### src/rtl/pin_lock_pkg.sv
package pin_lock_pkg;

  typedef enum logic [2:0] {
    KS_IDLE,
    KS_ONE,
    KS_ZERO,
    KS_TWO,
    KS_DONE
  } key_state_e;

  // Advance the key sequence by one bus access.
  function automatic key_state_e key_next(
    input key_state_e st,
    input logic       is_wr,
    input logic       is_rd,
    input logic       key_bit,
    input logic       lk_same
  );
    key_state_e nx;
    nx = st;
    unique case (st)
      KS_IDLE: if (is_wr && key_bit) nx = KS_ONE;
      KS_ONE: begin
        if (is_wr && !key_bit && lk_same) nx = KS_ZERO;
        else if (is_wr || is_rd)          nx = KS_IDLE;
      end
      KS_ZERO: begin
        if (is_wr && key_bit && lk_same) nx = KS_TWO;
        else if (is_wr || is_rd)         nx = KS_IDLE;
      end
      KS_TWO: begin
        if (is_rd)      nx = KS_DONE;
        else if (is_wr) nx = KS_IDLE;
      end
      KS_DONE: nx = KS_DONE;
      default: nx = KS_IDLE;
    endcase
    return nx;
  endfunction

  // Arm event: the first read after the third write.
  function automatic logic key_arms(input key_state_e st, input logic is_rd);
    return (st == KS_TWO) && is_rd;
  endfunction

endpackage

### src/rtl/lock_key_fsm.sv
module lock_key_fsm
  import pin_lock_pkg::*;
#(
  parameter int NPINS = 16
) (
  input  logic             clk,
  input  logic             rst_n,
  input  logic             wr_stb,
  input  logic             rd_stb,
  input  logic             key_bit,
  input  logic [NPINS-1:0] lk_in,
  output logic             arm
);

  key_state_e       st_q;
  key_state_e       st_d;
  logic [NPINS-1:0] ref_q;
  logic             lk_same;

  assign lk_same = (lk_in == ref_q);
  assign st_d    = key_next(st_q, wr_stb, rd_stb, key_bit, lk_same);
  assign arm     = key_arms(st_q, rd_stb);

  always_ff @(posedge clk or negedge rst_n) begin
    if (!rst_n) begin
      st_q  <= KS_IDLE;
      ref_q <= '0;
    end else begin
      st_q <= st_d;
      if (st_q == KS_IDLE && wr_stb && key_bit) ref_q <= lk_in;
    end
  end

endmodule

### src/rtl/lock_bits_reg.sv
module lock_bits_reg #(
  parameter int NPINS = 16
) (
  input  logic             clk,
  input  logic             rst_n,
  input  logic             wr_stb,
  input  logic [NPINS-1:0] wr_lk,
  input  logic             arm,
  output logic [NPINS-1:0] lk_q,
  output logic             lkk_q
);

  always_ff @(posedge clk or negedge rst_n) begin
    if (!rst_n) begin
      lk_q  <= '0;
      lkk_q <= 1'b0;
    end else begin
      if (wr_stb && !lkk_q) lk_q <= wr_lk;
      if (arm)              lkk_q <= 1'b1;
    end
  end

endmodule

### src/rtl/lock_gate.sv
module lock_gate #(
  parameter int NPINS = 16
) (
  input  logic             lkk,
  input  logic [NPINS-1:0] lk,
  input  logic [NPINS-1:0] req,
  output logic [NPINS-1:0] mask,
  output logic [NPINS-1:0] gnt
);

  for (genvar i = 0; i < NPINS; i++) begin : g_pin
    assign mask[i] = lkk & lk[i];
    assign gnt[i]  = req[i] & ~mask[i];
  end

endmodule

### src/rtl/pin_lock_reg.sv
module pin_lock_reg #(
  parameter int NPINS = 16,
  parameter int DW    = 32
) (
  input  logic             clk,
  input  logic             rst_n,
  input  logic             sel,
  input  logic             wr_en,
  input  logic             rd_en,
  input  logic [DW-1:0]    wdata,
  output logic [DW-1:0]    rdata,
  input  logic [NPINS-1:0] cfg_wr_req,
  output logic [NPINS-1:0] cfg_wr_gnt,
  output logic [NPINS-1:0] lock_mask
);

  localparam int KEY_POS = NPINS;

  logic             wr_stb;
  logic             rd_stb;
  logic             arm;
  logic [NPINS-1:0] lk_q;
  logic             lkk_q;

  // A write wins if both strobes are raised together.
  assign wr_stb = sel & wr_en;
  assign rd_stb = sel & rd_en & ~wr_en;

  lock_key_fsm #(.NPINS(NPINS)) u_fsm (
    .clk     (clk),
    .rst_n   (rst_n),
    .wr_stb  (wr_stb),
    .rd_stb  (rd_stb),
    .key_bit (wdata[KEY_POS]),
    .lk_in   (wdata[NPINS-1:0]),
    .arm     (arm)
  );

  lock_bits_reg #(.NPINS(NPINS)) u_bits (
    .clk    (clk),
    .rst_n  (rst_n),
    .wr_stb (wr_stb),
    .wr_lk  (wdata[NPINS-1:0]),
    .arm    (arm),
    .lk_q   (lk_q),
    .lkk_q  (lkk_q)
  );

  lock_gate #(.NPINS(NPINS)) u_gate (
    .lkk  (lkk_q),
    .lk   (lk_q),
    .req  (cfg_wr_req),
    .mask (lock_mask),
    .gnt  (cfg_wr_gnt)
  );

  always_comb begin
    rdata                = '0;
    rdata[NPINS-1:0]     = lk_q;
    rdata[KEY_POS]       = lkk_q;
  end

endmodule

### config.mk
export PLATFORM = sky130hd
export DESIGN_NAME = pin_lock_reg
export DESIGN_NICKNAME = d
export VERILOG_FILES = /design/src/rtl/pin_lock_pkg.sv /design/src/rtl/lock_key_fsm.sv /design/src/rtl/lock_bits_reg.sv /design/src/rtl/lock_gate.sv /design/src/rtl/pin_lock_reg.sv
export SDC_FILE = /design/constraint.sdc
export NUM_CORES = 1
export LEC_CHECK = 0
export BUFFER_PORTS_ARGS = -buffer_cell sky130_fd_sc_hd__buf_4
export CAP_MARGIN = 20
export CORE_ASPECT_RATIO = 0.9
export CORE_UTILIZATION = 47
export DETAILED_ROUTE_END_ITERATION = 6
export PLACE_DENSITY = 0.95
export SLEW_MARGIN = 15
export SYNTH_ARGS = -nofsm -noshare
export SYNTH_HDL_FRONTEND = slang
export SYNTH_HIERARCHICAL = 1
export SYNTH_SLANG_ARGS = --single-unit
### constraint.sdc
create_clock -name clk -period 3.5 [get_ports clk]
set_input_delay 0 -clock clk [delete_from_list [all_inputs] [get_ports clk]]
set_output_delay 0 -clock clk [all_outputs]
set_load 0.03 [all_outputs]
==> metrics.md, run 1 <==
| Metric | Value |
|---|---|
| Number of endpoints failing setup at the final stage | `0` |
| Clk buf depth | `2` |
| Post-synth top cells | `36 x sky130_fd_sc_hd__dfrtp_1, 22 x sky130_fd_sc_hd__mux2_2` |
| Unique masters post-synth | `30` |
| Cell leakage power | `1.41 nW` |
| Total clock buffers created by CTS | `5` |
| First drt pass iteration count | `7` |
| Power per unit of standard cell area | `431 nW/um^2` |
| Share of flip-flops with an asynchronous set or reset after synthesis | `100%` |
| Inserted Diodes | `0` |
| Share of cells above drive strength 1 | `48.9%` |
| Total gr overflow | `0` |
| Clk Latency, worst-skew pair | `0.28 ns` |
| Number of remaining DRC errors | `18` |
| Synth area leaders | `sky130_fd_sc_hd__dfrtp_1 45%, sky130_fd_sc_hd__mux2_2 12%, sky130_fd_sc_hd__mux2_4 7.5%` |
| Max incr delay on CP | `0.73 ns` |
| First-pass GRT wire length | `7110 um` |
| Total power | `1.23 mW` |
| Violations in the final reports | `design-rule violations` |
| Element type at the critical path end | `register` |
| Non-filler cells in the finished layout | `316` |
| Post-Synth Adder-Cell Area | `0%` |
| WS Path Type | `reg2reg` |
| Routability congestion estimate from global placement | `0.841` |
| Slew of the pin with the lowest slew margin | `1.07 ns` |
| Minimum clock period | `2.16 ns` |
| HPWL after DPL | `3040 um` |
| Clock transition at the register clock pins on the worst setup and hold paths after CTS | `0.07 ns` |
| Largest fanout on the critical path | `35` |
| Starting density of the core | `49.3%` |
| Xor and xnor area share after synthesis | `6.98%` |
| Wirelength per Cell | `14.1 um` |
| Startpoint types | `register` |
| Initial antenna violation count | `0` |
| Simple-gate area share of the yosys netlist | `11.5%` |
| Most instantiated flip-flop cell in the synthesis netlist | `sky130_fd_sc_hd__dfrtp_1` |
| Final antenna-violating net count | `0` |
| Max Cap Viol | `0` |
| Period Utilization, post-route | `61.8%` |
| Setup repair after global routing missed its margin | `false` |
| Data arrival time at the worst-slack endpoint | `2.33 ns` |
| Number of top-level pins | `117` |
| CTS tree | `yes` |
| Number of global-route vias before repair | `1546` |
| Number of cells produced by synthesis | `164` |
| Number of flops mapped to enable cells by yosys | `0` |
| Final hold vios | `0` |
| Worst hold path class | `in2reg` |
| Synth top area share | `44.9%` |
| Status | `finished, violations left` |
| Final WL | `4460 um` |
| Total buffers and inverters traversed by the critical path | `1` |
| Via count | `1580` |
| Maximum number of pins on one net before global-route repair | `37` |
| Combined area of all synthesized cells | `2010 sq um` |
| Max IR drop VDD | `236 uV` |
| Total Die Area | `4540 sq um` |
| Area leader, netlist | `sky130_fd_sc_hd__dfrtp_1` |
| Max Clock Skew | `0.00491 ns` |
| #FFs+latches synth | `36` |
| Tightest hold margin | `0.0246 ns` |
| Critical-path cell list | `nor2b_2, buf_4, mux2_2` |
| Maximum level of the CTS H-tree | `2` |
| Count of yosys warnings during synthesis | `6` |
| Height of the die | `64.0 um` |
| Floorplan core area | `4070 sq um` |
| Setup TNS Final | `0 ns` |
| Vias per cell | `5.00` |
| Root cell of the clock tree | `sky130_fd_sc_hd__clkbuf_8` |
| Avg Synthesized Cell Area | `12.2 sq um` |
| Most frequent cell after synthesis | `sky130_fd_sc_hd__dfrtp_1` |
| Required arrival time at the worst endpoint | `3.67 ns` |
| Signed area change from the synthesized netlist to the final layout | `42.5%` |
| Total number of nets in the final design | `320` |
| Dominant combinational cell family by area after synthesis | `multiplexers` |
| Rel. slew slack | `28.3%` |
| PortBufs | `86` |
| Clk sink count | `36` |
| Cell with the largest stage delay on the worst path | `sky130_fd_sc_hd__dfrtp_1` |
| Overall routing resource usage | `20.6%` |
| Standard-cell row count | `22` |
| Initial drt markers | `78` |
| Seq/Total Area, Yosys | `44.9%` |
| Family with the most delay on the worst path | `flip-flops` |
| Highest achievable clock rate | `0.462 GHz` |
| Synthesized-area fraction occupied by ao, oa, aoi and oai cells | `7.79%` |
| Die X | `70.9 um` |
| Multiplexer share of the synthesized area | `19.8%` |
| Cell total after placement | `291` |
| Pins Over Slew Limit | `0` |
## flip-flops by register name, summed over array words and instances (netlist names)
signal	count
u_bits/lk_q	16
u_bits/lkk_q	1
u_fsm/ref_q	16
u_fsm/st_q	3
## routing by layer
metal | share of wire, % | track usage, % | routed length [um]
met5 | 0 | 0 | 0
met4 | 0.90 | 6.75 | 40
met3 | 6.7 | 5.36 | 299
met2 | 51 | 36.3 | 2270
met1 | 41 | 24.5 | 1850
## worst min-delay path, stage by stage
cell and delay (ns):
sky130_fd_sc_hd__buf_4 0.13, sky130_fd_sc_hd__nand3_1 0.06, sky130_fd_sc_hd__o32ai_1 0.07
## timing repair
action / in CTS / in global routing
resized for setup: 0 / 0
endpoints found under the hold margin: 68 / 0
buffers inserted: 0 / 0
hold buffers: 17 / 0
## path summary, 6_finish.rpt
kind	start	end	slack (ns)	cells past startpoint
worst min-delay path	wdata[16]	u_fsm/st_q[0]	0.02	3
worst max-delay path	u_bits/lkk_q	u_bits/lk_q[15]	1.34	3
max in group asynchronous	rst_n	u_bits/lk_q[5]	2.97	2
worst min register to register	u_fsm/ref_q[14]	u_fsm/ref_q[14]	0.53	1
min in group asynchronous	rst_n	u_bits/lk_q[10]	0.20	2
worst max register to register	u_bits/lkk_q	u_bits/lk_q[15]	1.34	3
## placed cells by master (no fill, tap or decap), drive strengths merged, types with 5 or more instances in the layout
master       instances
and2                17
dlygate4sd3         17
clkbuf               6
a21boi              16
dfrtp               36
buf                 87
conb                15
xor2                16
nor4                 5
mux2                32
## final cells by class
type,instances,area [sq um]
sequential,36,901
tap,48,60.1
fill,303,1210
clock buffer,6,82.6
multi-input combinational,120,985
timing repair buffer,104,823
clock inverter,2,10.0
## metrics by stage
| stage | util [%] | setup slack [ns] | instance area, sq um |
|---|---|---|---|
| floorplan | - | 1.99 | 2060 |
| global placement | 63.8 | 1.41 | 2600 |
| detailed placement | 63.8 | 1.33 | 2600 |
| CTS | 70.2 | 1.33 | 2860 |
| global route | 70.2 | 1.19 | 2860 |
| finish | 70.2 | 1.34 | 2860 |
## cells by family after synthesis
kind of cell    count (synthesis)
mux                            32
xor+xnor                       16
buf+inv                        22
flops                          36
simple gates                   36
compound gates                 21
other cells                     1
## report_power, final
part | switching [mW] | internal, mW | leakage [nW]
logic | 0.188 | 0.188 | 0.926
registers | 0.0640 | 0.493 | 0.432
clock network | 0.142 | 0.157 | 0.0510
total | 0.394 | 0.838 | 1.41
(Power assumes the default switching activity.)
==> inputs of run 2 (changes only) <==
--- a/config.mk
+++ b/config.mk
@@ -8,9 +8,9 @@
 export BUFFER_PORTS_ARGS = -buffer_cell sky130_fd_sc_hd__buf_4
 export CAP_MARGIN = 20
 export CORE_ASPECT_RATIO = 0.9
-export CORE_UTILIZATION = 47
+export CORE_UTILIZATION = 44
 export DETAILED_ROUTE_END_ITERATION = 6
-export PLACE_DENSITY = 0.95
+export PLACE_DENSITY = 0.91
 export SLEW_MARGIN = 15
 export SYNTH_ARGS = -nofsm -noshare
 export SYNTH_HDL_FRONTEND = slang
==> constraint.sdc (replaced) <==
create_clock -name clk -period 2.2 [get_ports clk]
set_input_delay 0 -clock clk [delete_from_list [all_inputs] [get_ports clk]]
set_output_delay 0 -clock clk [all_outputs]
set_load 0.03 [all_outputs]
==> run 2 against run 1 <==
Effect of this change: the run now ends clean; clock skew decreased by 0.00080 ns; hold slack better by 0.031 ns; setup slack worse by 0.74 ns; non-clock buffer count grew 2; critical endpoint is now u_fsm/st_q[0].
==> metrics.md, run 2 (synthesis gave the netlist of run 1 again) <==
| Metric | Value |
|---|---|
| Largest registers ranked by flip-flop count | `u_bits/lk_q (16), u_fsm/ref_q (16), u_fsm/st_q (3)` |
| Signed area change from the synthesized netlist to the final layout | `44.8%` |
| Number of global-route vias before repair | `1526 (-1.3%)` |
| Critical-path cell list | `xor2_1, nor4_1, nand4_1, o32ai_1` |
| Maximum level of the CTS H-tree | `2 (unchanged)` |
| Inserted Diodes | `0 (unchanged)` |
| Standard-cell row count | `22 (unchanged)` |
| HPWL after DPL | `3230 um (+6.1%)` |
| Die X | `73.2 um (+3.3%)` |
| Post-CTS setup-driven buffer insertion count | `0 (unchanged)` |
| WS Path Type | `reg2reg` |
| Highest achievable clock rate | `0.624 GHz (+35%)` |
| Maximum number of pins on one net before global-route repair | `37 (unchanged)` |
| Status | `finished, final reports clean` |
| Max Clock Skew | `0.00411 ns (-0.000802 ns)` |
| Number of endpoints failing setup at the final stage | `0 (unchanged)` |
| Overall routing resource usage | `20.8% (+0.16 points)` |
| Clk sink count | `36 (unchanged)` |
| Cell with the largest stage delay on the worst path | `sky130_fd_sc_hd__dfrtp_1` |
| Element type at the critical path end | `register` |
| Final core utilization | `69.0% (-1.2 points)` |
| Floorplan core area | `4210 sq um (+3.4%)` |
| Clock transition at the register clock pins on the worst setup and hold paths after CTS | `0.07 ns (about the same)` |
| Total clock buffers created by CTS | `5 (unchanged)` |
| PortBufs | `86 (unchanged)` |
| Minimum clock period | `1.60 ns (-0.559 ns)` |
| Data arrival time at the worst-slack endpoint | `1.78 ns (-0.55 ns)` |
| Startpoint types | `register` |
| Setup repair after global routing missed its margin | `false` |
| Pins Over Slew Limit | `0 (unchanged)` |
| Wirelength per Cell | `14.2 um (+0.42%)` |
| Via count | `1566 (-0.89%)` |
| Share of cells above drive strength 1 | `49.1% (+0.19 points)` |
| Total Die Area | `4840 sq um (+6.6%)` |
| Total gr overflow | `0 (unchanged)` |
| Non-filler cells in the finished layout | `329 (+4.1%)` |
| CTS-repair resized insts | `0 (unchanged)` |
| Total number of nets in the final design | `322 (+0.63%)` |
| Total power | `1.99 mW (+61%)` |
| Rel. slew slack | `64.0% (+36 points)` |
| Clk Latency, worst-skew pair | `0.28 ns (about the same)` |
| Power per unit of standard cell area | `684 nW/um^2 (+59%)` |
| Initial drt markers | `50 (-36%)` |
| Initial antenna violation count | `0 (unchanged)` |
| Starting density of the core | `47.7% (-1.6 points)` |
| Number of remaining DRC errors | `0 (-18)` |
| Commonest cells after routing, fill and taps aside | `88 x sky130_fd_sc_hd__buf_4, 36 x sky130_fd_sc_hd__dfrtp_1, 22 x sky130_fd_sc_hd__mux2_2, 17 x sky130_fd_sc_hd__dlygate4sd3_1` |
| Final antenna-violating net count | `0 (unchanged)` |
| Final WL | `4660 um (+4.6%)` |
| Worst setup slack after placement | `0.584 ns (-0.750 ns)` |
| Clk buf depth | `2 (unchanged)` |
| Slew of the pin with the lowest slew margin | `0.537 ns (-0.529 ns)` |
| Cell leakage power | `1.42 nW (+0.98%)` |
| Cell total after placement | `305 (+4.8%)` |
| Worst hold path class | `in2reg` |
| First drt pass iteration count | `2 (-5)` |
| Number of hold buffers added after CTS | `17 (unchanged)` |
| Height of the die | `66.1 um (+3.2%)` |
| Routability congestion estimate from global placement | `0.728 (-13%)` |
| Filler instances | `342 (+13%)` |
| Number of top-level pins | `117 (unchanged)` |
| Final hold vios | `0 (unchanged)` |
| Period Utilization, post-route | `72.9% (+11 points)` |
| Max Cap Viol | `0 (unchanged)` |
| Setup TNS Final | `0 ns (unchanged)` |
| Max IR drop VDD | `337 uV (+43%)` |
| Required arrival time at the worst endpoint | `2.38 ns (-1.29 ns)` |
| Largest fanout on the critical path | `2 (-94%)` |
| Leading cell type in the layout, fill and taps excluded | `sky130_fd_sc_hd__buf_4` |
| Vias per cell | `4.76 (-4.8%)` |
| Minimum setup slack in the final design | `0.596 ns (-0.741 ns)` |
| CTS tree | `yes` |
| Max incr delay on CP | `0.39 ns (-0.34 ns)` |
| First-pass GRT wire length | `7370 um (+3.6%)` |
| Root cell of the clock tree | `sky130_fd_sc_hd__clkbuf_8` |
run 2: stage by stage:
| step | hold slack [ns] | cell area (sq um) |
|---|---|---|
| after floorplan | -0.296 | 2060 |
| final | 0.0559 | 2910 |
| after global routing | 0.0738 | 2910 |
| after detailed placement | -0.0157 | 2640 |
| after global placement | -0.0198 | 2640 |
| after CTS | 0.0411 | 2910 |
run 2: cell type report:
class	count	area [sq um]	area share, %
timing repair buffer	106	851	29.3
sequential	36	901	31.0
tap	60	75.1	2.58
multi-input combinational	120	985	33.9
clock buffer	7	96.3	3.31
run 2: routing by layer:
metal  track usage (%)  vias to the layer above  share of wire, %
met5                 0                        -                 0
li1                  -                      743                 -
met1              22.7                      735                40
met4              8.58                        0               2.1
met2              37.0                       78                51
met3              6.55                       10               7.6
run 2: power breakdown:
part | internal, mW | switching, mW
sequential | 0.785 | 0.101
clock | 0.279 | 0.220
combinational | 0.303 | 0.303
total | 1.37 | 0.624
run 2: worst paths after layout:
check / start / end / slack, ns / depth (start not counted)
setup / recovery: u_fsm/ref_q[14] / u_fsm/st_q[0] / 0.60 / 4
hold / removal: wdata[16] / u_fsm/st_q[0] / 0.06 / 3
setup reg to reg: u_fsm/ref_q[14] / u_fsm/st_q[0] / 0.60 / 4
hold reg to reg: u_fsm/ref_q[12] / u_fsm/ref_q[12] / 0.53 / 1
max in group asynchronous: rst_n / u_bits/lk_q[12] / 1.65 / 2
min in group asynchronous: rst_n / u_bits/lk_q[7] / 0.22 / 2
run 2: worst max-delay path: cells and delay by family (launching register included):
kind	cells	cell delay [ns]
DFF	1	0.39
xor gates and xnor gates	1	0.16
AOI/OAI and AO/OA	1	0.33
and+or+nand+nor	2	0.62
